`src/rtl/sleep_pkg.sv`:
```
package sleep_pkg;

    typedef enum logic [2:0] {
        MD_IDLE  = 3'b000,
        MD_ADCNR = 3'b001,
        MD_PDOWN = 3'b010,
        MD_PSAVE = 3'b011,
        MD_STBY  = 3'b110
    } mode_e;

    typedef enum logic [2:0] {
        ST_RUN   = 3'd0,
        ST_SLEEP = 3'd1,
        ST_START = 3'd2,
        ST_HALT  = 3'd3,
        ST_SERVE = 3'd4
    } state_e;

    typedef struct packed {
        logic cpu;
        logic io;
        logic adc;
        logic asyn;
        logic osc;
    } clk_gate_t;

    localparam int unsigned HALT_CYCLES = 4;

endpackage

```
`src/rtl/sleep_mode_decode.sv`:
```
module sleep_mode_decode
    import sleep_pkg::*;
(
    input  logic [2:0] code,
    output mode_e      mode,
    output clk_gate_t  gate,
    output logic       need_start,
    output logic       long_start
);

    always_comb begin
        unique case (code)
            3'b001:  mode = MD_ADCNR;
            3'b010:  mode = MD_PDOWN;
            3'b011:  mode = MD_PSAVE;
            3'b110:  mode = MD_STBY;
            default: mode = MD_IDLE;
        endcase
    end

    always_comb begin
        unique case (mode)
            MD_IDLE:  gate = clk_gate_t'(5'b01111);
            MD_ADCNR: gate = clk_gate_t'(5'b00111);
            MD_PDOWN: gate = clk_gate_t'(5'b00000);
            MD_PSAVE: gate = clk_gate_t'(5'b00010);
            MD_STBY:  gate = clk_gate_t'(5'b00001);
            default:  gate = clk_gate_t'(5'b01111);
        endcase
    end

    assign need_start = (mode == MD_PDOWN) || (mode == MD_PSAVE) || (mode == MD_STBY);
    assign long_start = (mode == MD_PDOWN) || (mode == MD_PSAVE);

endmodule

```
`src/rtl/sleep_wake_qual.sv`:
```
module sleep_wake_qual
    import sleep_pkg::*;
(
    input  mode_e mode,
    input  logic  int0_req,
    input  logic  int0_level,
    input  logic  pin_irq,
    input  logic  wdt_irq,
    input  logic  adc_irq,
    input  logic  io_irq,
    input  logic  tmr_irq,
    output logic  wake
);

    logic deep;
    logic int0_ok;
    logic always_ok;

    // deep modes accept external interrupt 0 only when level sensed
    assign deep      = (mode == MD_PDOWN) || (mode == MD_PSAVE) || (mode == MD_STBY);
    assign int0_ok   = int0_req && (int0_level || !deep);
    assign always_ok = int0_ok || pin_irq || wdt_irq;

    always_comb begin
        unique case (mode)
            MD_IDLE:  wake = always_ok || adc_irq || io_irq || tmr_irq;
            MD_ADCNR: wake = always_ok || adc_irq || tmr_irq;
            MD_PSAVE: wake = always_ok || tmr_irq;
            MD_PDOWN: wake = always_ok;
            MD_STBY:  wake = always_ok;
            default:  wake = 1'b0;
        endcase
    end

endmodule

```
`src/rtl/sleep_delay_cnt.sv`:
```
module sleep_delay_cnt #(
    parameter int unsigned WIDTH = 8
) (
    input  logic             clk,
    input  logic             rst_n,
    input  logic             load,
    input  logic [WIDTH-1:0] load_val,
    input  logic             dec,
    output logic             last
);

    localparam logic [WIDTH-1:0] ONE = {{(WIDTH-1){1'b0}}, 1'b1};

    logic [WIDTH-1:0] cnt_q;

    always_ff @(posedge clk or negedge rst_n) begin
        if (!rst_n) begin
            cnt_q <= '0;
        end else if (load) begin
            cnt_q <= load_val;
        end else if (dec && (cnt_q != '0)) begin
            cnt_q <= cnt_q - ONE;
        end
    end

    assign last = (cnt_q == ONE);

endmodule

```
`src/rtl/sleep_sequencer.sv`:
```
module sleep_sequencer
    import sleep_pkg::*;
#(
    parameter int unsigned LONG_CYC  = 16384,
    parameter int unsigned SHORT_CYC = 16
) (
    input  logic       clk,
    input  logic       rst_n,
    input  logic       rst_req,
    input  logic       sleep_en,
    input  logic [2:0] mode_sel,
    input  logic       sleep_strobe,
    input  logic       int0_req,
    input  logic       int0_level,
    input  logic       pin_irq,
    input  logic       wdt_irq,
    input  logic       adc_irq,
    input  logic       io_irq,
    input  logic       tmr_irq,
    output logic       cpu_stall,
    output logic       irq_take,
    output logic       core_rst,
    output logic       clk_cpu_en,
    output logic       clk_io_en,
    output logic       clk_adc_en,
    output logic       clk_async_en,
    output logic       osc_en
);

    localparam int unsigned START_MAX = (LONG_CYC > SHORT_CYC) ? LONG_CYC : SHORT_CYC;
    localparam int unsigned CNT_MAX   = (START_MAX > HALT_CYCLES) ? START_MAX : HALT_CYCLES;
    localparam int unsigned CNT_W     = $clog2(CNT_MAX + 1);
    localparam logic [CNT_W-1:0] LONG_V  = CNT_W'(LONG_CYC);
    localparam logic [CNT_W-1:0] SHORT_V = CNT_W'(SHORT_CYC);
    localparam logic [CNT_W-1:0] HALT_V  = CNT_W'(HALT_CYCLES);
    localparam clk_gate_t ALL_ON = clk_gate_t'(5'b11111);

    state_e           st_q, st_d;
    logic [2:0]       code_q;
    logic             core_rst_q;
    logic             accept;
    mode_e            mode_w;
    clk_gate_t        sleep_gate;
    clk_gate_t        gate_o;
    logic             need_start;
    logic             long_start;
    logic             wake;
    logic             cnt_load;
    logic             cnt_dec;
    logic             cnt_last;
    logic [CNT_W-1:0] cnt_val;

    assign accept = (st_q == ST_RUN) && sleep_strobe && sleep_en && !rst_req;

    sleep_mode_decode u_dec (
        .code       (code_q),
        .mode       (mode_w),
        .gate       (sleep_gate),
        .need_start (need_start),
        .long_start (long_start)
    );

    sleep_wake_qual u_wake (
        .mode       (mode_w),
        .int0_req   (int0_req),
        .int0_level (int0_level),
        .pin_irq    (pin_irq),
        .wdt_irq    (wdt_irq),
        .adc_irq    (adc_irq),
        .io_irq     (io_irq),
        .tmr_irq    (tmr_irq),
        .wake       (wake)
    );

    sleep_delay_cnt #(.WIDTH(CNT_W)) u_cnt (
        .clk      (clk),
        .rst_n    (rst_n),
        .load     (cnt_load),
        .load_val (cnt_val),
        .dec      (cnt_dec),
        .last     (cnt_last)
    );

    // state register, mode latch and reset pulse
    always_ff @(posedge clk or negedge rst_n) begin
        if (!rst_n) begin
            st_q       <= ST_RUN;
            code_q     <= 3'b000;
            core_rst_q <= 1'b0;
        end else begin
            st_q       <= st_d;
            core_rst_q <= rst_req;
            if (accept) begin
                code_q <= mode_sel;
            end
        end
    end

    // next state and counter control
    always_comb begin
        st_d     = st_q;
        cnt_load = 1'b0;
        cnt_val  = HALT_V;
        if (rst_req) begin
            st_d = ST_RUN;
        end else begin
            unique case (st_q)
                ST_RUN: begin
                    if (accept) st_d = ST_SLEEP;
                end
                ST_SLEEP: begin
                    if (wake) begin
                        cnt_load = 1'b1;
                        if (need_start) begin
                            st_d    = ST_START;
                            cnt_val = long_start ? LONG_V : SHORT_V;
                        end else begin
                            st_d    = ST_HALT;
                            cnt_val = HALT_V;
                        end
                    end
                end
                ST_START: begin
                    if (cnt_last) begin
                        st_d     = ST_HALT;
                        cnt_load = 1'b1;
                        cnt_val  = HALT_V;
                    end
                end
                ST_HALT: begin
                    if (cnt_last) st_d = ST_SERVE;
                end
                ST_SERVE: begin
                    st_d = ST_RUN;
                end
                default: begin
                    st_d = ST_RUN;
                end
            endcase
        end
    end

    assign cnt_dec = !cnt_load && ((st_q == ST_START) || (st_q == ST_HALT));

    // outputs
    always_comb begin
        gate_o    = ALL_ON;
        cpu_stall = 1'b0;
        irq_take  = 1'b0;
        unique case (st_q)
            ST_RUN: begin
                gate_o = ALL_ON;
            end
            ST_SLEEP: begin
                gate_o    = sleep_gate;
                cpu_stall = 1'b1;
            end
            ST_START: begin
                gate_o     = sleep_gate;
                gate_o.osc = 1'b1;
                cpu_stall  = 1'b1;
            end
            ST_HALT: begin
                gate_o    = ALL_ON;
                cpu_stall = 1'b1;
            end
            ST_SERVE: begin
                gate_o   = ALL_ON;
                irq_take = 1'b1;
            end
            default: begin
                gate_o = ALL_ON;
            end
        endcase
    end

    assign clk_cpu_en   = gate_o.cpu;
    assign clk_io_en    = gate_o.io;
    assign clk_adc_en   = gate_o.adc;
    assign clk_async_en = gate_o.asyn;
    assign osc_en       = gate_o.osc;
    assign core_rst     = core_rst_q;

endmodule

```
`config.mk`:
```
export PLATFORM = sky130hd
export DESIGN_NAME = sleep_sequencer
export DESIGN_NICKNAME = d
export VERILOG_FILES = /design/src/rtl/sleep_pkg.sv /design/src/rtl/sleep_mode_decode.sv /design/src/rtl/sleep_wake_qual.sv /design/src/rtl/sleep_delay_cnt.sv /design/src/rtl/sleep_sequencer.sv
export SDC_FILE = /design/constraint.sdc
export NUM_CORES = 1
export LEC_CHECK = 0
export BUFFER_PORTS_ARGS = -buffer_cell sky130_fd_sc_hd__buf_2
export CORE_MARGIN = 8
export CORE_UTILIZATION = 30
export CTS_CLUSTER_SIZE = 8
export DETAILED_ROUTE_END_ITERATION = 12
export PLACE_DENSITY_LB_ADDON = 0.05
export SLEW_MARGIN = 10
export SYNTH_ARGS = -nofsm -noshare
export SYNTH_HDL_FRONTEND = slang
export SYNTH_SLANG_ARGS = --single-unit
```
`constraint.sdc`:
```
create_clock -name clk -period 2.5 [get_ports clk]
set_input_delay 0.25 -clock clk [delete_from_list [all_inputs] [get_ports clk]]
set_output_delay 0.25 -clock clk [all_outputs]
set_load 0.1 [all_outputs]
```
==> metrics.md, run 1 <==
| Metric | Value |
|---|---|
| Total die area | 0.00687 mm^2 |
| DRT Pass-1 Iters | 5 |
| ANT nets after route | 0 |
| Root buffer cell | clkbuf_8 |
| Clk buf depth | 2 |
| CTS tree | done |
| Clock Sinks | 22 |
| DRC viols | 0 |
| Worst Setup End Kind | flip-flop |
| Int Power | 1.11 mW |
| Max VDD drop | 0.000681 V |
| FMAX | 458 MHz |
| Ant diodes | 0 |
| Avg WL per Cell | 15.0 um |
| Crit path required time | 2.70 ns |
| Initial core utilization | 31.0% |
| Total GRT Usage | 9.92% |
| Psw | 1.23 mW |
| CP Launch Type | flip-flop |
| Top cell type's share of synthesized area | 41.0% |
| Worst Hold Depth | 1 |
| DRT iter0 DRCs | 76 |
| Layout Area Growth over Synthesis | 20.1% |
| Largest net degree at the start of global routing | 23 |
| Seq. cell area | 551 um^2 |
| H-tree depth | 1 |
| Die X | 82.9 um |
| Compound-Gate Fraction of Synth Area | 13.3% |
| Core Rows | 24 |
| Setup CP Type | flip-flop to flip-flop |
| Final Cycle Share | 87.3% |
| Post-synthesis mux area share | 4.75% |
| Util after Layout | 37.3% |
| Leak Pwr | 0.694 nW |
| Outcome | completed |
| Post-synthesis sequential area ratio | 41.0% |
| Global-route wire length before repair | 5.82 mm |
| R2R cell count | 5 |
| Initial antenna violation count | 0 |
| Remaining global-route overflow | 0 |
| WL final | 3.37 mm |
| Mapped Cells | 143 |
| Total negative setup slack | 0 ns |
| Main combinational cell family by area after synthesis | simple AND/OR/NAND/NOR gates |
| Clock share of power | 11.3% |
| Slew HR | 67.2% |
| Synth cell types | 48 |
| Layout cell share with drive strength beyond 1 | 23.7% |
| Critical path arrival | 2.39 ns |
| Slew @ Worst Pin | 0.480 ns |
| DP Wirelength | 2.57 mm |
| Synth Cell Area | 0.00134 mm^2 |
| Syn Nets | 160 |
| Worst hold margin | 0.114 ns |
| Non-filler cells, final | 225 |
| Final Setup Violations | 0 |
| Number of enable flip-flop cells after synthesis | 0 |
| Area of the multi-input gates | 758 um^2 |
| Asr flop ratio synth | 100% |
| Fillers | 456 |
| Post-Place Cells | 220 |
| Pre-CTS setup slack | 0.343 ns |
| Highest net fanout along the worst path | 5 |
| Skew final | 0.00233 ns |
| Final Hold Fails | 0 |
| Fin crit period | 2.18 ns |
| Vias in the first global route | 1,222 |
| Pins over their slew limit | 0 |
| Max-Cap Viols | 0 |
| # Post-CTS Setup Buffers | 0 |
| Avg Cell Area, Syn | 9.39 um^2 |
| Via count | 1,181 |
| Placeable Area | 0.00432 mm^2 |
| Synth Area in XOR/XNOR | 4.57% |
| CTS resizes | 0 |
| Combinational share of power | 59.5% |
| Main synth FF type | dfrtp_1 |
| Setup WS post-layout | 0.317 ns |
| Cell taking the most area after synthesis | dfrtp_1 |
| Vias per inst | 5.25 |
| PortBufs | 22 |
| RSZ-0062 raised after global routing | false |
| P per Cell Area | 1450 mW/mm^2 |
| YS warnings | 0 |
| Synth Area in Adders | 1.86% |
| Ranking of synthesized cells by area | dfrtp_1, xnor2_1, nand2_1, nor2_1, nor3_1 |
| Flop pwr share | 29.2% |
| Nets | 191 |
| Clock transition at path regs | 0.08 ns |
| Die height | 82.9 um |
| Commonest non-fill, non-tap cells in the layout | dfrtp_1, buf_2, nand2_1, nor2_1 |
| Sw frac | 52.5% |
| CTS buffer count | 3 |
| Boundary Pins | 23 |
| Post-synthesis register bit count | 22 |
| HP Class | primary input to flip-flop |
| Routability Congestion | 0.794 |
| Clk_lat worst skew | 0.26 ns |
| Post-Synth Simple-Gate Area | 32.0% |
==> final cells by class <==
cell class | instances | area share, %
tap | 52 | 4.03
multi-input combinational | 113 | 47.0
timing repair buffer | 29 | 10.2
inverter | 5 | 1.16
sequential | 22 | 34.1
clock buffer | 4 | 3.41
==> Yosys cell counts, types with 2 or more instances <==
| cell | n |
|---|---|
| xnor2_1 | 7 |
| a21oi_1 | 4 |
| or3_1 | 5 |
| nand3_1 | 2 |
| nor4_1 | 2 |
| nor3_1 | 7 |
| nor2_1 | 14 |
| o21ai_0 | 4 |
| ha_1 | 2 |
| nand3b_1 | 2 |
| nor3b_1 | 2 |
| nor2b_1 | 3 |
| a31oi_1 | 2 |
| mux2_2 | 3 |
| nand2_1 | 14 |
| a211oi_1 | 4 |
| dfrtp_1 | 22 |
| clkbuf_1 | 2 |
| nand2b_1 | 5 |
| inv_1 | 5 |
| nand4_1 | 2 |
| mux2i_1 | 3 |
| or4_1 | 2 |
==> per-layer routing <==
metal / track usage [%] / vias to the layer above / share of wire [%]
met4: 3.35 / 0 / 0.86
met2: 15.3 / 24 / 44
met5: 0 / - / 0
met1: 12.9 / 562 / 51
li1: - / 591 / -
met3: 2.73 / 4 / 4.3
==> power by group through the flow <==
stage          Clock, mW  Combinational [mW]  Sequential [mW]
6_report           0.264                1.39            0.682
5_1_grt            0.290                1.52            0.706
4_1_cts            0.275                1.41            0.677
3_5_place_dp           0                1.40            0.684
3_3_place_gp           0                1.40            0.682
2_1_floorplan          0                1.09            0.631
==> repair_timing <==
item / CTS / global route
endpoints found under the hold margin: 22 / 0
endpoints found under the setup margin: 0 / 0
hold buffers: 1 / 0
==> critical path, stage by stage, from the launching register on <==
cell and delay [ns]:
dfrtp_1 0.42, or4_4 0.59, or2_1 0.26, or3_1 0.39, or3_1 0.33, a21oi_2 0.13
==> sequential cells by signal, summed over array words and instances (netlist names) <==
signal / flops
u_cnt.cnt_q: 15
st_q: 3
code_q: 3
core_rst: 1
==> cell families (layout without fill, tap and decap cells) <==
group,Yosys count,in the layout
buf+inv,8,38
flops,22,22
fa+ha+maj,2,2
compound gates,26,26
xor+xnor,7,7
simple gates,72,72
mux,6,6
==> metrics by stage <==
stage | power, mW | area, um^2
after global routing | 2.51 | 1610
after floorplan | 1.72 | 1340
after global placement | 2.08 | 1550
after CTS | 2.36 | 1610
final | 2.34 | 1610
after detailed placement | 2.08 | 1550
==> worst paths after layout <==
check                           slack, ns         endpoint            start
worst max-delay path                 0.32  u_cnt.cnt_q[13]   u_cnt.cnt_q[6]
worst min-delay path                 0.11         core_rst          rst_req
worst max register to register       0.32  u_cnt.cnt_q[13]   u_cnt.cnt_q[6]
worst min register to register       0.56  u_cnt.cnt_q[13]  u_cnt.cnt_q[13]
max in group asynchronous            1.67  u_cnt.cnt_q[10]            rst_n
min in group asynchronous            0.48   u_cnt.cnt_q[8]            rst_n
(Power assumes the default switching activity.)
==> run 2, diff against run 1 <==
CAP_MARGIN = 20   (was unset)
CORE_ASPECT_RATIO = 1.1   (was unset)
CORE_UTILIZATION = 49   (was 30)
==> run 2 against run 1 <==
Net effect: critical path depth unchanged; global-route usage rose by 4.2 points; largest power group unchanged; core utilization grew 20 points; register-to-register slack got worse by 0.03 ns; largest cell class unchanged.
==> metrics.md, run 2 (synthesis gave the netlist of run 1 again) <==
| Metric | Value |
|---|---|
| FMAX | 452 MHz (-1.3%) |
| Flop pwr share | 30.9% (+1.7 points) |
| Non-filler cells, final | 203 (-9.8%) |
| CP Launch Type | flip-flop |
| Final Setup Violations | 0 (unchanged) |
| Util after Layout | 57.6% (+20 points) |
| Pre-CTS setup slack | 0.328 ns (-0.0145 ns) |
| Most used cell, CP | or3_1 |
| Post-Place Cells | 199 (-9.5%) |
| ANT nets after route | 0 (unchanged) |
| Critical path arrival | 2.44 ns (+0.05 ns) |
| Hold buffer count at CTS | 1 (unchanged) |
| Sw frac | 54.0% (+1.5 points) |
| Biggest register | u_cnt.cnt_q |
| Worst-path cell chain | or4_4 -> or2_1 -> or3_1 -> or3_1 -> a21oi_2 |
| Routability Congestion | 0.843 (+6.1%) |
| Total negative setup slack | 0 ns (unchanged) |
| Biggest regs | u_cnt.cnt_q x15, code_q x3, st_q x3 |
| Ant diodes | 0 (unchanged) |
| Slowest-stage cell, CP | or4_4 |
| Leak Pwr | 0.668 nW (-3.7%) |
| CTS tree | done |
| Int Power | 1.01 mW (-9.0%) |
| Die X | 65.9 um (-20%) |
| Final Hold Fails | 0 (unchanged) |
| P per Cell Area | 1420 mW/mm^2 (-1.7%) |
| Nets | 189 (-1.0%) |
| Vias per inst | 5.66 (+7.8%) |
| RSZ-0062 raised after global routing | false |
| Combinational share of power | 62.1% (+2.6 points) |
| Slew @ Worst Pin | 0.533 ns (+0.0528 ns) |
| Core Rows | 20 (-17%) |
| WL final | 3.10 mm (-8.0%) |
| Crit path required time | 2.73 ns (+0.03 ns) |
| Setup CP Type | flip-flop to flip-flop |
| Remaining global-route overflow | 0 (unchanged) |
| Total die area | 0.00467 mm^2 (-32%) |
| Clk buf depth | 2 (unchanged) |
| Max reg flops | 15 (unchanged) |
| DRC viols | 0 (unchanged) |
| Clk_lat worst skew | 0.29 ns (+0.03 ns) |
| Final Cycle Share | 88.5% (+1.2 points) |
| Psw | 1.19 mW (-3.3%) |
| Crit path largest cell delay | 0.59 ns (about the same) |
| Root buffer cell | clkbuf_4 |
| CTS resizes | 0 (unchanged) |
| DP Wirelength | 2.42 mm (-6.0%) |
| Fin crit period | 2.21 ns (+0.0296 ns) |
| Boundary Pins | 23 (unchanged) |
| Worst hold margin | 0.0816 ns (-0.0326 ns) |
| Clock Sinks | 22 (unchanged) |
| Largest net degree at the start of global routing | 23 (unchanged) |
| Max VDD drop | 0.000984 V (+44%) |
| Total GRT Usage | 14.1% (+4.2 points) |
| Global-route wire length before repair | 5.29 mm (-9.1%) |
| Commonest non-fill, non-tap cells in the layout | dfrtp_1, buf_2, nand2_1, nor2_1 |
| PortBufs | 22 (unchanged) |
| DRT iter0 DRCs | 69 (-9.2%) |
| # Post-CTS Setup Buffers | 0 (unchanged) |
| Layout Area Growth over Synthesis | 14.8% |
| Placed instance area | 0.00151 mm^2 (-2.5%) |
| Initial core utilization | 50.1% (+19 points) |
| Total power draw | 2.20 mW (-6.0%) |
| Max-Cap Viols | 0 (unchanged) |
| Highest net fanout along the worst path | 5 (unchanged) |
| Slew HR | 63.6% (-3.6 points) |
| DRT Pass-1 Iters | 4 (-1) |
| Skew final | 0.00116 ns (-0.00117 ns) |
| Initial antenna violation count | 0 (unchanged) |
| H-tree depth | 1 (unchanged) |
| Clock share of power | 7.0% (-4.3 points) |
| Via count | 1,149 (-2.7%) |
| Outcome | completed |
| Vias in the first global route | 1,166 (-4.6%) |
| CTS buffer count | 3 (unchanged) |
| Pins over their slew limit | 0 (unchanged) |
| Worst Setup End Kind | flip-flop |
| HP Class | primary input to flip-flop |
| Clock transition at path regs | 0.11 ns (+0.03 ns) |
| Die height | 70.9 um (-14%) |
| Layout cell share with drive strength beyond 1 | 22.4% (-1.3 points) |
| Final Cell Area | 0.00154 mm^2 (-4.4%) |
| Avg WL per Cell | 15.3 um (+2.0%) |
| Placeable Area | 0.00268 mm^2 (-38%) |
| Setup WS post-layout | 0.288 ns (-0.0296 ns) |
## run 2: final cells by class
cell class,instances,area [um^2]
fillers,255,1140
multi-input cells,113,758
flip-flops and latches,22,551
repair buffers,27,150
well taps,33,41.3
clock buffers,3,22.5
inverters,5,18.8
## run 2: per-layer routing
layer | vias up | global-route usage [%] | routed length (um)
met5 | - | 0 | 0
met4 | 0 | 6.07 | 30
met3 | 4 | 2.84 | 122
met2 | 29 | 21.9 | 1450
met1 | 536 | 18.2 | 1500
li1 | 580 | - | -
## run 2: path summary, 6_finish.rpt
kind	from	end	slack (ns)	depth (start not counted)
min in group asynchronous	rst_n	u_cnt.cnt_q[3]	0.44	2
max in group asynchronous	rst_n	code_q[1]	1.73	2
hold reg to reg	u_cnt.cnt_q[13]	u_cnt.cnt_q[13]	0.55	2
setup reg to reg	u_cnt.cnt_q[6]	u_cnt.cnt_q[13]	0.29	5
setup / recovery	u_cnt.cnt_q[6]	u_cnt.cnt_q[13]	0.29	5
hold / removal	rst_req	core_rst	0.08	1
## run 2: power groups by stage
stage	combinational, mW	sequential, mW	clock (mW)
floorplan	1.09	0.631	0
global placement	1.35	0.677	0
detailed placement	1.37	0.681	0
CTS	1.38	0.674	0.163
global route	1.49	0.696	0.175
finish	1.36	0.678	0.154
## run 2: critical path: cells and delay by family, from the launching register on
kind	cells	cell delay, ns
compound gates	1	0.14
flops	1	0.43
simple gates	4	1.58
